`src/rtl/rt_pkg.sv`:
```
package rt_pkg;
  localparam int ADDR_W = 2;
  localparam int DATA_W = 16;
  localparam int CNT_W  = 8;
  localparam int SEL_W  = 3;
  localparam int NUM_SEL = 1 << SEL_W;

  localparam logic [ADDR_W-1:0] A_CSR = 2'd0;
  localparam logic [ADDR_W-1:0] A_CNT = 2'd1;
  localparam logic [ADDR_W-1:0] A_COR = 2'd2;

  localparam int B_FLAG = 7;
  localparam int B_IE   = 6;
  localparam int B_SEL  = 3;

  // log2 of divide ratio for select code (1..7): 2,8,32,128,512,2048,4096
  function automatic int div_log2(int code);
    return (code == NUM_SEL - 1) ? 2 * code - 2 : 2 * code - 1;
  endfunction

  localparam int PRE_W = div_log2(NUM_SEL - 1);
endpackage

```
`src/rtl/rt_prescaler.sv`:
```
module rt_prescaler
  import rt_pkg::*;
(
  input  logic             clk_i,
  input  logic             rst_ni,
  input  logic [SEL_W-1:0] sel_i,
  output logic             tick_o
);
  logic [PRE_W-1:0]   pre_q;
  logic [NUM_SEL-1:0] tap;

  always_ff @(posedge clk_i or negedge rst_ni) begin
    if (!rst_ni) pre_q <= '0;
    else         pre_q <= pre_q + 1'b1;
  end

  assign tap[0] = 1'b0;
  for (genvar k = 1; k < NUM_SEL; k++) begin : g_tap
    localparam int L = div_log2(k);
    assign tap[k] = &pre_q[L-1:0];
  end

  assign tick_o = tap[sel_i];
endmodule

```
`src/rtl/rt_counter.sv`:
```
module rt_counter
  import rt_pkg::*;
(
  input  logic             clk_i,
  input  logic             rst_ni,
  input  logic             tick_i,
  input  logic             wr_cnt_i,
  input  logic             wr_cor_i,
  input  logic [CNT_W-1:0] wdata_i,
  output logic [CNT_W-1:0] cnt_o,
  output logic [CNT_W-1:0] cor_o,
  output logic             eq_o
);
  logic [CNT_W-1:0] cnt_q, cor_q;

  assign eq_o = (cnt_q == cor_q);

  always_ff @(posedge clk_i or negedge rst_ni) begin
    if (!rst_ni)       cnt_q <= '0;
    else if (wr_cnt_i) cnt_q <= wdata_i;
    else if (tick_i)   cnt_q <= eq_o ? '0 : cnt_q + 1'b1;
  end

  always_ff @(posedge clk_i or negedge rst_ni) begin
    if (!rst_ni)       cor_q <= '0;
    else if (wr_cor_i) cor_q <= wdata_i;
  end

  assign cnt_o = cnt_q;
  assign cor_o = cor_q;
endmodule

```
`src/rtl/rt_csr.sv`:
```
module rt_csr
  import rt_pkg::*;
(
  input  logic              clk_i,
  input  logic              rst_ni,
  input  logic              wr_i,
  input  logic              rd_i,
  input  logic [DATA_W-1:0] wdata_i,
  input  logic              eq_i,
  output logic              flag_o,
  output logic              ie_o,
  output logic [SEL_W-1:0]  sel_o,
  output logic              armed_o
);
  logic             flag_q, ie_q, armed_q;
  logic [SEL_W-1:0] sel_q;
  logic             set_flag, clr_flag;

  assign set_flag = eq_i && (sel_q != '0);
  assign clr_flag = wr_i && !wdata_i[B_FLAG] && armed_q;

  always_ff @(posedge clk_i or negedge rst_ni) begin
    if (!rst_ni) begin
      flag_q  <= 1'b0;
      ie_q    <= 1'b0;
      sel_q   <= '0;
      armed_q <= 1'b0;
    end else begin
      if (set_flag)      flag_q <= 1'b1;   // set wins over clear
      else if (clr_flag) flag_q <= 1'b0;
      if (wr_i) begin
        ie_q    <= wdata_i[B_IE];
        sel_q   <= wdata_i[B_SEL +: SEL_W];
        armed_q <= 1'b0;
      end else if (rd_i) begin
        armed_q <= flag_q;
      end
    end
  end

  assign flag_o  = flag_q;
  assign ie_o    = ie_q;
  assign sel_o   = sel_q;
  assign armed_o = armed_q;
endmodule

```
`src/rtl/refresh_timer.sv`:
```
module refresh_timer
  import rt_pkg::*;
(
  input  logic              clk_i,
  input  logic              rst_ni,
  input  logic [ADDR_W-1:0] addr_i,
  input  logic              wr_i,
  input  logic              rd_i,
  input  logic [DATA_W-1:0] wdata_i,
  output logic [DATA_W-1:0] rdata_o,
  output logic              irq_o
);
  logic             tick;
  logic             eq;
  logic [CNT_W-1:0] cnt_q, cor_q;
  logic             flag_q, ie_q, armed_q;
  logic [SEL_W-1:0] sel_q;
  logic             wr_csr, rd_csr, wr_cnt, wr_cor;

  assign wr_csr = wr_i && (addr_i == A_CSR);
  assign rd_csr = rd_i && !wr_i && (addr_i == A_CSR);
  assign wr_cnt = wr_i && (addr_i == A_CNT);
  assign wr_cor = wr_i && (addr_i == A_COR);

  rt_prescaler u_pre (
    .clk_i (clk_i),
    .rst_ni(rst_ni),
    .sel_i (sel_q),
    .tick_o(tick)
  );

  rt_counter u_cnt (
    .clk_i   (clk_i),
    .rst_ni  (rst_ni),
    .tick_i  (tick),
    .wr_cnt_i(wr_cnt),
    .wr_cor_i(wr_cor),
    .wdata_i (wdata_i[CNT_W-1:0]),
    .cnt_o   (cnt_q),
    .cor_o   (cor_q),
    .eq_o    (eq)
  );

  rt_csr u_csr (
    .clk_i  (clk_i),
    .rst_ni (rst_ni),
    .wr_i   (wr_csr),
    .rd_i   (rd_csr),
    .wdata_i(wdata_i),
    .eq_i   (eq),
    .flag_o (flag_q),
    .ie_o   (ie_q),
    .sel_o  (sel_q),
    .armed_o(armed_q)
  );

  always_comb begin
    rdata_o = '0;
    case (addr_i)
      A_CSR: begin
        rdata_o[B_FLAG]           = flag_q;
        rdata_o[B_IE]             = ie_q;
        rdata_o[B_SEL +: SEL_W]   = sel_q;
      end
      A_CNT:   rdata_o[CNT_W-1:0] = cnt_q;
      A_COR:   rdata_o[CNT_W-1:0] = cor_q;
      default: rdata_o = '0;
    endcase
  end

  assign irq_o = flag_q && ie_q;
endmodule

```
`config.mk`:
```
export PLATFORM = sky130hd
export DESIGN_NAME = refresh_timer
export DESIGN_NICKNAME = d
export VERILOG_FILES = /design/src/rtl/rt_pkg.sv /design/src/rtl/rt_prescaler.sv /design/src/rtl/rt_counter.sv /design/src/rtl/rt_csr.sv /design/src/rtl/refresh_timer.sv
export SDC_FILE = /design/constraint.sdc
export NUM_CORES = 1
export LEC_CHECK = 0
export BUFFER_PORTS_ARGS = -buffer_cell sky130_fd_sc_hd__buf_4
export CORE_MARGIN = 2
export CORE_UTILIZATION = 50
export CTS_CLUSTER_SIZE = 12
export DETAILED_ROUTE_END_ITERATION = 16
export PLACE_DENSITY = 0.73
export SKIP_LAST_GASP = 1
export SYNTH_ARGS = -nofsm -noshare
export SYNTH_HDL_FRONTEND = slang
export SYNTH_SLANG_ARGS = --single-unit
```
`constraint.sdc`:
```
create_clock -name clk_i -period 3.1 [get_ports clk_i]
set_clock_uncertainty 0.15 [all_clocks]
set_input_delay 0.31 -clock clk_i [delete_from_list [all_inputs] [get_ports clk_i]]
set_output_delay 0.31 -clock clk_i [all_outputs]
set_load 0.05 [all_outputs]
```
==> flow_metrics.py <==
metrics = {
    "worst_setup_path": {
        "arrival_ns": 2.78,
        "path_cells": "ha_1 -> and4_4 -> and3_4 -> and2_1 -> ha_1 -> mux2_2 -> nand3_2 -> o311ai_4 -> or2_1 -> mux2_4",
        "cp-end-kind": "flop",
        "critPathMostFrequentCell": "ha_1",
        "slowest_delay_ns": 0.42,
        "startpoint_type": "flop",
        "crit_slowest_cell": "dfrtp_1",
        "required_ns": 3.12,
        "criticalPathCategory": "flop to flop",
        "crit_fanout": 6,
    },
    "final_layout": {
        "finalNetCount": 245,
        "area_growth_pct": 13.4,
        "multi_input_area_mm2": 0.00103,
        "final_util_pct": 58.1,
        "n_antenna_cell": 0,
        "seqCellArea_um2": 851,
        "fillers": 355,
        "drive_gt1_share_pct": 23.1,
    },
    "clock_network": {
        "cts_setup_buffers": 0,
        "numCtsBuffers": 5,
        "htreeDepth": 2,
        "worstSkewPairLatency_ns": 0.29,
        "cts_num_sinks": 34,
        "cts_buffer_depth": 2,
        "clk_pin_slew_worst_paths_ns": 0.07,
        "root_buffer": "clkbuf_8",
        "cts_tree": "built",
    },
    "timing": {
        "fin_tns_setup_ns": 0,
        "fmax_ghz": 0.362,
        "timing.final.hold_violations": 0,
        "worst_pin_slew_ns": 0.862,
        "relSlewSlack_pct": 42.5,
        "slew_viol_final": 0,
        "worst_slack_ns": 0.341,
        "setup_viol_count_final": 0,
        "rsz0062_at_grt": "no",
        "finalCriticalPeriod_ns": 2.76,
        "fin_crit_sh_pct": 89.0,
    },
    "global_routing": {
        "grtUsageMet2_pct": 28.3,
        "met1_usage_pct": 26.7,
        "grt_max_degree": 35,
        "track_usage_pct": 19.0,
        "antenna_found_initial": 0,
        "grt_pass1_vias": 1357,
        "grt_pass1_wl_mm": 6.23,
        "met3_usage_pct": 5.00,
        "grt_overflow": 0,
        "grt.busiest_layer": "met2",
    },
    "synthesis": {
        "ys_async_sr_fraction_pct": 100,
        "yosysWarnings": 0,
        "post-synth-top-count-cell": "dfrtp_1",
        "synth-simple-area-share_pct": 13.8,
        "postSynthAreaPerCell_um2": 10.5,
        "synth_cell_types": 42,
        "synth_top_family_by_area": "compound AO/OA/AOI/OAI gates",
        "yosys-top-cells-count": "dfrtp_1 (34), inv_1 (13), mux2_2 (13), nand2_1 (13), xor2_1 (11)",
        "synth_area_leader_cell": "dfrtp_1",
        "synth-edff-count": 0,
        "yosysSeqAreaShare_pct": 42.4,
        "ys.flop_type": "dfrtp_1",
        "ys_ff_latch": 34,
        "synth_top_area_share_pct": 42.4,
        "postSynthCellCount": 191,
        "synth_xor_area_share_pct": 6.99,
        "synthTopCellsByArea": "dfrtp_1 (42%), mux2_2 (7.3%), ha_1 (5.0%), xor2_1 (4.8%), o211ai_1 (3.7%)",
        "syn-cell-area_mm2": 0.00200,
        "synth_compound_area_share_pct": 15.0,
        "synthMuxAreaShare_pct": 9.05,
        "synth_fa_ha_area_share_pct": 4.99,
    },
    "die": {
        "fp.coreArea_mm2": 0.00391,
        "dieWidth_um": 67.3,
        "io_pins": 39,
        "row_count": 23,
        "dieArea_mm2": 0.00453,
        "die_h_um": 67.3,
        "start_util_pct": 51.2,
    },
    "drt": {
        "wl_per_cell_um": 14.6,
        "drt_iter0_markers": 88,
        "drc": 0,
        "routed_via_density": 5.60,
        "drtAntennaViolNets": 0,
        "wirelength_mm": 3.89,
        "via_count": 1489,
        "first_pass_iters": 4,
    },
    "power_and_ir_drop": {
        "power.density_mw_per_mm2": 624,
        "power_leakage_nw": 1.07,
        "peakVddDrop_v": 0.000341,
    },
    "place": {
        "portBuffers": 22,
        "place_congestion": 0.818,
        "preCtsSetupSlack_ns": 0.334,
        "dp.final_hpwl_mm": 2.74,
    },
    "outcome": {
        "status": "finished clean",
    },
    "min_path": {
        "hp-class": "input port to flop",
    },
    "run": {
        "cap_violations": 0,
    },
}
registers in the layout, summed over array words and instances (netlist names):
| register | cells |
|---|---|
| u_csr.sel_o | 3 |
| u_cnt.cor_o | 8 |
| u_cnt.cnt_o | 8 |
| u_csr.flag_o | 1 |
| u_csr.ie_o | 1 |
| u_csr.armed_o | 1 |
| u_pre.pre_q | 12 |
final cells by class:
cell class / count / area share, %
Multi-Input combinational cell: 136 / 45.3
Inverter: 13 / 2.15
Clock inverter: 1 / 0.220
Timing Repair Buffer: 25 / 8.37
Clock buffer: 7 / 3.80
Tap cell: 50 / 2.75
Sequential cell: 34 / 37.4
critical path: cells and delay by family (launching register included):
family                     cells  cell delay, ns
AOI/OAI and AO/OA              1            0.09
adders and majority gates      2            0.41
DFF                            1            0.42
muxes                          2            0.60
and+or+nand+nor                5            0.99
cells by family after synthesis:
| kind of cell | after synthesis |
|---|---|
| AO/OA/AOI/OAI | 35 |
| buffers and inverters | 28 |
| flip-flops | 34 |
| XOR/XNOR | 16 |
| adder cells (fa/ha/maj) | 8 |
| AND/OR/NAND/NOR | 53 |
| other | 1 |
| multiplexers | 16 |
what timing repair did:
action,in CTS,in global routing
endpoints found under the hold margin,34,0
hold buffers,1,0
resized for setup,0,0
path summary, 6_finish.rpt:
path,end,start,depth (start not counted),slack [ns]
setup / recovery,u_cnt.cnt_o[1],u_pre.pre_q[0],10,0.34
hold / removal,u_csr.armed_o,wr_i,2,0.09
setup reg to reg,u_cnt.cnt_o[1],u_pre.pre_q[0],10,0.34
hold reg to reg,u_pre.pre_q[11],u_pre.pre_q[11],1,0.33
max in group asynchronous,u_cnt.cor_o[7],rst_ni,2,2.13
min in group asynchronous,u_csr.sel_o[1],rst_ni,2,0.36
through the flow:
stage               power (mW)  instance area, um^2  instances  hold WS [ns]
floorplan                0.970                 2030        198        -0.136
global route              1.50                 2270        266        0.0980
finish                    1.42                 2270        266        0.0916
detailed placement        1.08                 2170        257         0.133
CTS                       1.42                 2270        266        0.0912
global placement          1.08                 2170        257         0.132
where the power goes:
part	total, mW	internal, mW	leakage [nW]	switching, mW
combinational	0.460	0.206	0.614	0.254
clock	0.336	0.179	0.0482	0.157
sequential	0.622	0.521	0.405	0.101
total	1.42	0.906	1.07	0.512
layout by cell type (no fill, tap or decap), types with 2 or more instances in the layout:
cell type / count
xor2_1: 11
clkbuf_8: 6
and2_1: 5
ha_1: 8
and3_1: 2
mux2i_1: 2
mux2_2: 13
dfrtp_1: 34
a2bb2oi_1: 2
nor2b_1: 3
nor2_1: 10
inv_1: 13
a22oi_1: 7
o211ai_1: 10
nand3_1: 7
buf_4: 24
nor3_1: 4
a222oi_1: 5
nand2_1: 13
nor4_1: 2
nand4_1: 2
conb_1: 8
xnor2_1: 5
routing by layer:
layer	vias to the layer above	share of wire [%]	routed length [um]
met3	4	7.2	281
met5	-	0	0
li1	719	-	-
met1	719	44	1710
met2	47	48	1850
met4	0	1.1	42
Power figures use the tool's default switching activity.
